--- src/rtl/sdram_init_pkg.sv ---
package sdram_init_pkg;
  typedef enum logic [1:0] {
    CMD_NOP = 2'd0,
    CMD_PRE = 2'd1,
    CMD_REF = 2'd2,
    CMD_MRS = 2'd3
  } sdram_cmd_e;

  typedef enum logic [1:0] {
    ST_BOOT  = 2'd0,
    ST_ISSUE = 2'd1,
    ST_WAIT  = 2'd2,
    ST_DONE  = 2'd3
  } seq_state_e;

  function automatic int ns_to_cycles(input longint clk_hz, input longint ns);
    longint c;
    c = (clk_hz * ns + 64'd999_999_999) / 64'd1_000_000_000;
    return (c < 1) ? 1 : int'(c);
  endfunction
endpackage

--- src/rtl/sdram_rst_sync.sv ---
module sdram_rst_sync (
  input  logic clk,
  input  logic rst_n,
  output logic rst_sync_n
);
  logic meta_q;
  logic hold_q;

  always_ff @(posedge clk or negedge rst_n) begin
    if (!rst_n) begin
      meta_q <= 1'b0;
      hold_q <= 1'b0;
    end else begin
      meta_q <= 1'b1;
      hold_q <= meta_q;
    end
  end

  assign rst_sync_n = hold_q;
endmodule

--- src/rtl/sdram_mode_calc.sv ---
module sdram_mode_calc #(
  parameter int MODE_W  = 8,
  parameter int CAS_W   = 3,
  parameter logic [MODE_W-1:0] CL2_WORD = 8'h40,
  parameter logic [MODE_W-1:0] CL3_WORD = 8'h60
) (
  input  logic [CAS_W-1:0]  cas_field,
  input  logic              narrow_bus,
  input  logic [MODE_W-1:0] override_val,
  output logic [MODE_W-1:0] payload
);
  logic [MODE_W-1:0] wide_word;
  logic [MODE_W-1:0] calc_word;

  always_comb begin
    wide_word = (cas_field == CAS_W'(2)) ? CL2_WORD : CL3_WORD;
    calc_word = narrow_bus ? (wide_word >> 1) : wide_word;
    payload   = (override_val != '0) ? override_val : calc_word;
  end
endmodule

--- src/rtl/sdram_wait_timer.sv ---
module sdram_wait_timer #(
  parameter int TW = 14
) (
  input  logic          clk,
  input  logic          rst_n,
  input  logic          load,
  input  logic [TW-1:0] load_val,
  output logic          expired
);
  logic [TW-1:0] cnt_q;
  logic [TW-1:0] cnt_d;
  logic          cnt_en;

  always_comb begin
    cnt_en = load || (cnt_q != '0);
    cnt_d  = load ? load_val : (cnt_q - 1'b1);
  end

  always_ff @(posedge clk or negedge rst_n) begin
    if (!rst_n) begin
      cnt_q <= '0;
    end else if (cnt_en) begin
      cnt_q <= cnt_d;
    end
  end

  assign expired = (cnt_q == '0);

  p_tick_down_r7: assert property (@(posedge clk) disable iff (!rst_n)
    (!load && cnt_q != '0) |=> (cnt_q == TW'($past(cnt_q) - 1'b1)));
endmodule

--- src/rtl/sdram_init_seq.sv ---
module sdram_init_seq
  import sdram_init_pkg::*;
#(
  parameter int CLK_HZ    = 50_000_000,
  parameter int PWRUP_NS  = 200_000,
  parameter int GAP_NS    = 80,
  parameter int REF_COUNT = 8,
  parameter int CFG_W     = 32,
  parameter int MODE_W    = 8,
  parameter int CAS_LSB   = 0,
  parameter int CAS_W     = 3,
  parameter int WIDTH_BIT = 9,
  parameter int REF_LSB   = 4,
  parameter int REF_W     = 2
) (
  input  logic              clk,
  input  logic              rst_n,
  input  logic [CFG_W-1:0]  grp_cfg,
  input  logic [CFG_W-1:0]  timing_cfg,
  input  logic [MODE_W-1:0] mode_override,
  output logic [1:0]        cmd_code,
  output logic              cmd_valid,
  output logic [MODE_W+1:0] cmd_word,
  output logic              refresh_en,
  output logic              init_done
);
  localparam int PWRUP_CYC = ns_to_cycles(longint'(CLK_HZ), longint'(PWRUP_NS));
  localparam int GAP_CYC   = ns_to_cycles(longint'(CLK_HZ), longint'(GAP_NS));
  localparam int LONGEST   = (PWRUP_CYC > GAP_CYC) ? PWRUP_CYC : GAP_CYC;
  localparam int TW        = $clog2(LONGEST + 1);
  localparam int RCW       = $clog2(REF_COUNT + 1);
  localparam logic [TW-1:0]  PW_LOAD  = TW'(PWRUP_CYC - 1);
  localparam logic [TW-1:0]  GAP_LOAD = TW'(GAP_CYC - 1);
  localparam logic [RCW-1:0] REF_LAST = RCW'(REF_COUNT - 1);

  logic rst_sync_n;
  sdram_rst_sync u_rst (
    .clk        (clk),
    .rst_n      (rst_n),
    .rst_sync_n (rst_sync_n)
  );

  logic [MODE_W-1:0] payload;
  sdram_mode_calc #(
    .MODE_W (MODE_W),
    .CAS_W  (CAS_W)
  ) u_mode (
    .cas_field    (timing_cfg[CAS_LSB +: CAS_W]),
    .narrow_bus   (grp_cfg[WIDTH_BIT]),
    .override_val (mode_override),
    .payload      (payload)
  );

  logic          t_load;
  logic [TW-1:0] t_val;
  logic          t_exp;
  sdram_wait_timer #(.TW(TW)) u_timer (
    .clk      (clk),
    .rst_n    (rst_sync_n),
    .load     (t_load),
    .load_val (t_val),
    .expired  (t_exp)
  );

  seq_state_e st_q, st_d;
  sdram_cmd_e ph_q, ph_d;
  logic [RCW-1:0] rc_q, rc_d;
  logic step_en;

  always_comb begin
    st_d   = st_q;
    ph_d   = ph_q;
    rc_d   = rc_q;
    t_load = 1'b0;
    t_val  = GAP_LOAD;
    case (st_q)
      ST_BOOT: st_d = ST_ISSUE;
      ST_ISSUE: begin
        t_load = 1'b1;
        t_val  = (ph_q == CMD_NOP) ? PW_LOAD : GAP_LOAD;
        st_d   = ST_WAIT;
      end
      ST_WAIT: begin
        if (t_exp) begin
          st_d = ST_ISSUE;
          case (ph_q)
            CMD_NOP: ph_d = CMD_PRE;
            CMD_PRE: begin
              ph_d = CMD_REF;
              rc_d = '0;
            end
            CMD_REF: begin
              if (rc_q == REF_LAST) ph_d = CMD_MRS;
              else                  rc_d = rc_q + 1'b1;
            end
            default: st_d = ST_DONE;
          endcase
        end
      end
      default: st_d = ST_DONE;
    endcase
    step_en = (st_d != st_q) || (ph_d != ph_q) || (rc_d != rc_q);
  end

  always_ff @(posedge clk or negedge rst_sync_n) begin
    if (!rst_sync_n) begin
      st_q <= ST_BOOT;
      ph_q <= CMD_NOP;
      rc_q <= '0;
    end else if (step_en) begin
      st_q <= st_d;
      ph_q <= ph_d;
      rc_q <= rc_d;
    end
  end

  logic unused_cfg_bits;
  assign unused_cfg_bits = ^{grp_cfg, timing_cfg};

  always_comb begin
    cmd_valid  = (st_q == ST_ISSUE);
    cmd_code   = cmd_valid ? ph_q : CMD_NOP;
    cmd_word   = cmd_valid ? {payload, ph_q} : '0;
    init_done  = (st_q == ST_DONE);
    refresh_en = init_done && (timing_cfg[REF_LSB +: REF_W] != '0);
  end

  p_strobe_single_r4: assert property (@(posedge clk) disable iff (!rst_sync_n)
    cmd_valid |=> !cmd_valid);
  p_refresh_held_r8: assert property (@(posedge clk) disable iff (!rst_sync_n)
    !init_done |-> !refresh_en);
  p_done_sticky_r9: assert property (@(posedge clk) disable iff (!rst_sync_n)
    init_done |=> init_done);
  p_done_quiet_r9: assert property (@(posedge clk) disable iff (!rst_sync_n)
    init_done |-> !cmd_valid);
  p_strobe_after_wait_r7: assert property (@(posedge clk) disable iff (!rst_sync_n)
    (st_q == ST_WAIT && !t_exp) |=> !cmd_valid);
endmodule

--- config.mk ---
export PLATFORM = sky130hd
export DESIGN_NAME = sdram_init_seq
export DESIGN_NICKNAME = d
export VERILOG_FILES = /design/src/rtl/sdram_init_pkg.sv /design/src/rtl/sdram_rst_sync.sv /design/src/rtl/sdram_mode_calc.sv /design/src/rtl/sdram_wait_timer.sv /design/src/rtl/sdram_init_seq.sv
export SDC_FILE = /design/constraint.sdc
export NUM_CORES = 1
export LEC_CHECK = 0
export ABC_AREA = 1
export BUFFER_PORTS_ARGS = -buffer_cell sky130_fd_sc_hd__buf_2
export CORE_MARGIN = 4
export CORE_UTILIZATION = 48
export CTS_BUF_LIST = sky130_fd_sc_hd__clkbuf_8
export DETAILED_ROUTE_END_ITERATION = 12
export PLACE_DENSITY = 0.83
export SKIP_CTS_REPAIR_TIMING = 1
export SLEW_MARGIN = 20
export SYNTH_ARGS = -nofsm -noshare
export SYNTH_HDL_FRONTEND = slang
export SYNTH_HIERARCHICAL = 1
export SYNTH_SLANG_ARGS = --single-unit
--- constraint.sdc ---
create_clock -name clk -period 1.6 [get_ports clk]
set_input_delay 0.32 -clock clk [delete_from_list [all_inputs] [get_ports clk]]
set_output_delay 0.32 -clock clk [all_outputs]
set_load 0.01 [all_outputs]
* Yosys cells after proc, flatten, opt, wreduce, memory -nomap -nowiden
Cells that the tools add are included.
** Cells by class
- Add/subtract/negate cells :: 2
- Equality and inequality tests :: 10
- Muxes and demuxes :: 20
- Reductions and logical operators :: 11
** Operators with widths (number)
- $mux W14 :: 3
- $mux W8 :: 2
- $logic_not A14 Y1 :: 1
- $reduce_bool A14 Y1 :: 1
- $sub A14 B1 Y14 const B :: 1
- $mux W2 :: 6
- $mux W4 :: 3
- $pmux W2 S3 :: 2
- $mux W10 :: 1
- $pmux W4 S2 :: 1
- $reduce_bool A8 Y1 :: 1
- $eq A2 B2 Y1 const B :: 3
- $mux W6 :: 1
- $add A4 B1 Y4 const B :: 1
- $eq A2 B1 Y1 const B :: 2
- $eq A4 B3 Y1 const B :: 1
- $logic_not A2 Y1 :: 2
- $ne A2 B2 Y1 :: 2
- $ne A4 B4 Y1 :: 1
- $eq A3 B2 Y1 const B :: 1
- $logic_or A1 B1 Y1 :: 3
- $reduce_or A3 Y1 :: 1
- $reduce_bool A2 Y1 :: 1
- $logic_and A1 B1 Y1 :: 1
- $mux W1 :: 1
** Word-level totals
- Bits in registers :: 24
- Input port bits :: 74
- Output and inout port bits :: 15
- Word-level logic and storage cells :: 49

* Logic depth before layout (Yosys ltp)
- Depth in word-level cells :: 8
- Mapped depth :: 12
- Depth with buffers taken out :: 12

* Modules after synthesis
The synthesis kept the hierarchy.
** Modules (own cells, without submodules)
- sdram_wait_timer :: instances 1, cells an instance 144, area an instance 1008.5 um^2, sequential area each 350.3 um^2
- sdram_init_seq :: instances 1, cells an instance 92, area an instance 618.1 um^2, sequential area each 200.2 um^2
- sdram_mode_calc :: instances 1, cells an instance 28, area an instance 111.4 um^2, sequential area each 0.0 um^2
- sdram_rst_sync :: instances 1, cells an instance 3, area an instance 53.8 um^2, sequential area each 50.0 um^2

* Least setup slack after synthesis
OpenSTA, ideal clock, no wires.
- Path type :: reg-to-reg
- Start point :: register u_timer.cnt_q[0]
- End point :: register rc_q[0]
- Library setup time :: 0.119 ns
- Data arrival time :: 1.733 ns
- Data required time :: 1.481 ns
- Path slack :: -0.252 ns
- Stages on the path, launching flop included :: 12
- Buffers on the path :: 0
- Period minus slack after synthesis :: 1.852 ns
- Cells stage by stage :: dfrtp_1 > inv_1 > ha_1 > nand2_4 > nor2_2 > nand4_1 > nor3_1 > nand2_1 > nor2_4 > nand2_1 > nand2_1 > nor2_1
** Between the ends
- Word-level cells in the longest chain between the ends :: 6
- Elaborated cells between the ends (all ways) :: 12
- Classes of those cells :: eq/ne: 3; mux: 6; reduce/logical: 3
** Ends and longest elaborated chain
- from (decl) :: line sdram_wait_timer.sv:10 : logic [TW-1:0] cnt_q;
- from (signal assigned) :: line sdram_wait_timer.sv:23 : cnt_q <= cnt_d;
- $logic_not A14 Y1 (*) :: line sdram_wait_timer.sv:27 : assign expired = (cnt_q == '0);
- via t_exp :: line sdram_init_seq.sv:56 : logic t_exp;
- $mux W2 :: line sdram_init_seq.sv:84 : if (t_exp) begin
- $pmux W2 S3 / $mux W2 (equally long branches) :: line sdram_init_seq.sv:76 : case (st_q)
- $ne A2 B2 Y1 :: line sdram_init_seq.sv:102 : step_en = (st_d != st_q) || (ph_d != ph_q) || (rc_d != rc_q);
- $logic_or A1 B1 Y1 (2 in series) :: line sdram_init_seq.sv:102
- to (signal assigned) :: line sdram_init_seq.sv:113 : rc_q <= rc_d;
- to (decl) :: line sdram_init_seq.sv:67 : logic [RCW-1:0] rc_q, rc_d;
The timed path passes the listed nets; every way through them passes the cells marked *.
A chain may end at the register's enable or synchronous reset.

* Worst setup path after layout
Ends and elaborated chain as after synthesis.

==> summary.txt <==
Min-Delay Path Class: flip-flop to asynchronous set/reset pin
Pint: 854.2 µW
critical path arrival: 1.93 ns
fin nets: 409
Initial Utilization: 0.5166
crit-path max FO: 7
required time worst endpoint: 1.75 ns
Clk pwr share: 0.306
leakage: 0.001244 µW
first-pass GRT wire length: 7031 µm
Slew Viols, Final: 0
Ports: 89
Worst Skew: 0.001684 ns
worst slack at placement: -0.2219 ns
outcome: finished, violations left
Initial DRT Pass Iterations: 4
fin area: 0.002302 mm²
vias: 1739
Post-Layout Cell Count: 372
final setup margin: -0.1790 ns
worst reg-to-reg path cell count: 11
vias per inst: 4.675
Finished Core Util: 0.6638
row cnt: 21
Die H: 69.10 µm
Post-Place Cells: 367
max_cap viols: 0
final period utilization: 1.112
register area: 600.6 µm²
Area after DPL: 0.002203 mm²
WL per Instance: 10.70 µm
endpoint class of the critical path: flip-flop
Cell Area, Synth: 0.001792 mm²
Num CTS Buffers: 3
largest cells by area after synthesis: dfrtp_1, nand2_1, inv_1
Clock Tree Buf Depth: 2
Worst-Skew Late Latency: 0.26 ns
total clock sinks: 24
Setup Viol. Count Final: 6
Max Fclk: 562.1 MHz
Post-synth EDFFs: 0
Sw Share: 0.2357
flop2flop setup slack: -0.18 ns
dpl hpwl: 3172 µm
Residual DRC: 0
Total Routing Usage GR: 0.1761
post-synth top area cell: dfrtp_1
failing checks: setup timing
initial antenna violation count: 0
share of layout cells above drive strength 1: 0.3282
Post-synth ARST share: 1.000
setup TNS: -0.7660 ns
Crit Path Category: flip-flop to flip-flop
reg-to-reg critical path startpoint: u_timer/cnt_q[0]
starting DRC count in detailed routing: 78
Reg power frac: 0.566
Area growth syn-to-layout: 28.49%
die area: 0.004774 mm²
switching power: 263.4 µW
clock transition at the registers of the reported paths: 0.08 ns
CTS tree: yes
main flop type after synthesis: dfrtp_1
Comb pwr share: 0.128
Final min period: 1.779 ns
PwrDens: 485.4 mW/mm²
global route total overflow: 0
Mean Syn Cell Area: 6.711 µm²
Seq/Total Area, Yosys: 0.3352
unrepaired setup endpoints after global routing: yes
Die W: 69.10 µm
vias in the first global route: 1727
Routed Antenna Nets: 0
largest net degree at the start of global routing: 22
cell with the most instances after synthesis: nand2_1
YS warnings: 6
Core Footprint: 0.003468 mm²
multi-input logic area: 0.001042 mm²
IR drop worst, VDD: 0.3600 mV
final hold vios: 0
Root Buffer: clkbuf_8
H-tree depth: 1
fillers: 310
FF+latch count, synth: 24
final WL: 3980 µm
CP startpoint kind: flip-flop
Syn Inst Count: 267
Antenna diodes: 0
top cells by count, synth: nand2_1, inv_1, nor2_1
Synth cell types: 31
R2R Path End: rc_q[0]
RePlAce Congestion: 0.8582
PortBufs: 30
top cell type's share of synthesized area: 0.3352
per-layer routing:
| layer | global-route usage | vias to the layer above | part of all wire |
|---|---|---|---|
| li1 | - | 919 | - |
| met1 | 0.1993 | 792 | 0.44 |
| met2 | 0.3379 | 26 | 0.53 |
| met3 | 0.02035 | 2 | 0.024 |
| met4 | 0.05640 | 0 | 0.0060 |
| met5 | 0 | - | 0 |
flip-flops by register name (all words and copies together), names as in the netlist:
| signal | count |
|---|---|
| u_timer/cnt_q | 14 |
| rc_q | 4 |
| ph_q | 2 |
| st_q | 2 |
| u_rst/meta_q | 1 |
| u_rst/rst_sync_n | 1 |
cell usage in the layout (no fill, tap or decap):
| master | count |
|---|---|
| nor3_2 | 1 |
| clkinv_1 | 2 |
| o21ai_1 | 6 |
| buf_6 | 1 |
| inv_1 | 35 |
| nor2_1 | 34 |
| nand2_1 | 63 |
| inv_2 | 5 |
| nand2_2 | 6 |
| nor3_1 | 1 |
| nand4_1 | 2 |
| a21oi_2 | 5 |
| nand2_4 | 1 |
| dlygate4sd3_1 | 1 |
| nand3_2 | 2 |
| clkinv_4 | 1 |
| a21oi_1 | 4 |
| conb_1 | 9 |
| buf_2 | 30 |
| or2_1 | 1 |
| xnor2_1 | 1 |
| nor2_4 | 4 |
| nor3_4 | 1 |
| dfrtp_1 | 24 |
| o21ai_0 | 10 |
| or2_2 | 3 |
| nand3_1 | 19 |
| nor2_2 | 11 |
| clkbuf_8 | 3 |
| inv_4 | 2 |
| ha_1 | 6 |
| nand3_4 | 1 |
| ha_4 | 1 |
| nand3b_1 | 1 |
| buf_4 | 28 |
| nor2_8 | 1 |
cell families (layout without fill, tap and decap cells):
family / Yosys count / count (layout) / synth area share
and+or+nand+nor: 152 / 152 / 0.3973
buffers and inverters: 55 / 108 / 0.1271
AOI/OAI and AO/OA: 25 / 25 / 0.08030
DFF: 24 / 24 / 0.3352
adders and majority gates: 7 / 7 / 0.04888
other: 3 / 9 / 0.006284
xor gates and xnor gates: 1 / 1 / 0.004889
area by class of cell:
class	count	area share
Sequential cell	24	0.2609
Tap cell	46	0.02500
Timing Repair Buffer	60	0.1658
Inverter	45	0.07772
Clock buffer	3	0.01793
Multi-Input combinational cell	194	0.4527
worst max-delay path: stages, from the launching register on:
cell     delay, ns
dfrtp_1       0.39
inv_2         0.08
ha_4          0.15
nand2_4       0.06
nor2_4        0.09
nand4_1       0.13
nor3_4        0.24
nand2_2       0.11
nor2_4        0.21
nand3_1       0.10
nand2_1       0.07
nor2_1        0.04
worst max-delay path by stage:
stage,start,endpoint,slack (ns),cells past startpoint
global route,u_timer/cnt_q[0],rc_q[3],-0.31,12
CTS,u_timer/cnt_q[0],rc_q[2],-0.24,11
finish,u_timer/cnt_q[0],rc_q[0],-0.18,11
floorplan,u_timer/cnt_q[1],rc_q[0],-0.06,11
detailed placement,u_timer/cnt_q[0],rc_q[2],-0.22,11
global placement,u_timer/cnt_q[0],rc_q[1],-0.19,11
stage by stage:
step / total power, µW / hold slack, ns
4_1_cts: 1124 / -0.1761
3_5_place_dp: 784.5 / 0.02074
2_1_floorplan: 722.1 / 0.02441
6_report: 1118 / 0.02320
3_3_place_gp: 779.5 / 0.01028
5_1_grt: 1177 / 0.03088
power groups by stage:
| stage | registers (µW) | clock network, µW | logic (µW) |
|---|---|---|---|
| 2_1_floorplan | 655 | 0 | 67.1 |
| 3_3_place_gp | 644 | 0 | 136 |
| 3_5_place_dp | 644 | 0 | 140 |
| 4_1_cts | 632 | 350 | 141 |
| 5_1_grt | 635 | 378 | 163 |
| 6_report | 633 | 342 | 143 |
Power figures use the tool's default switching activity.
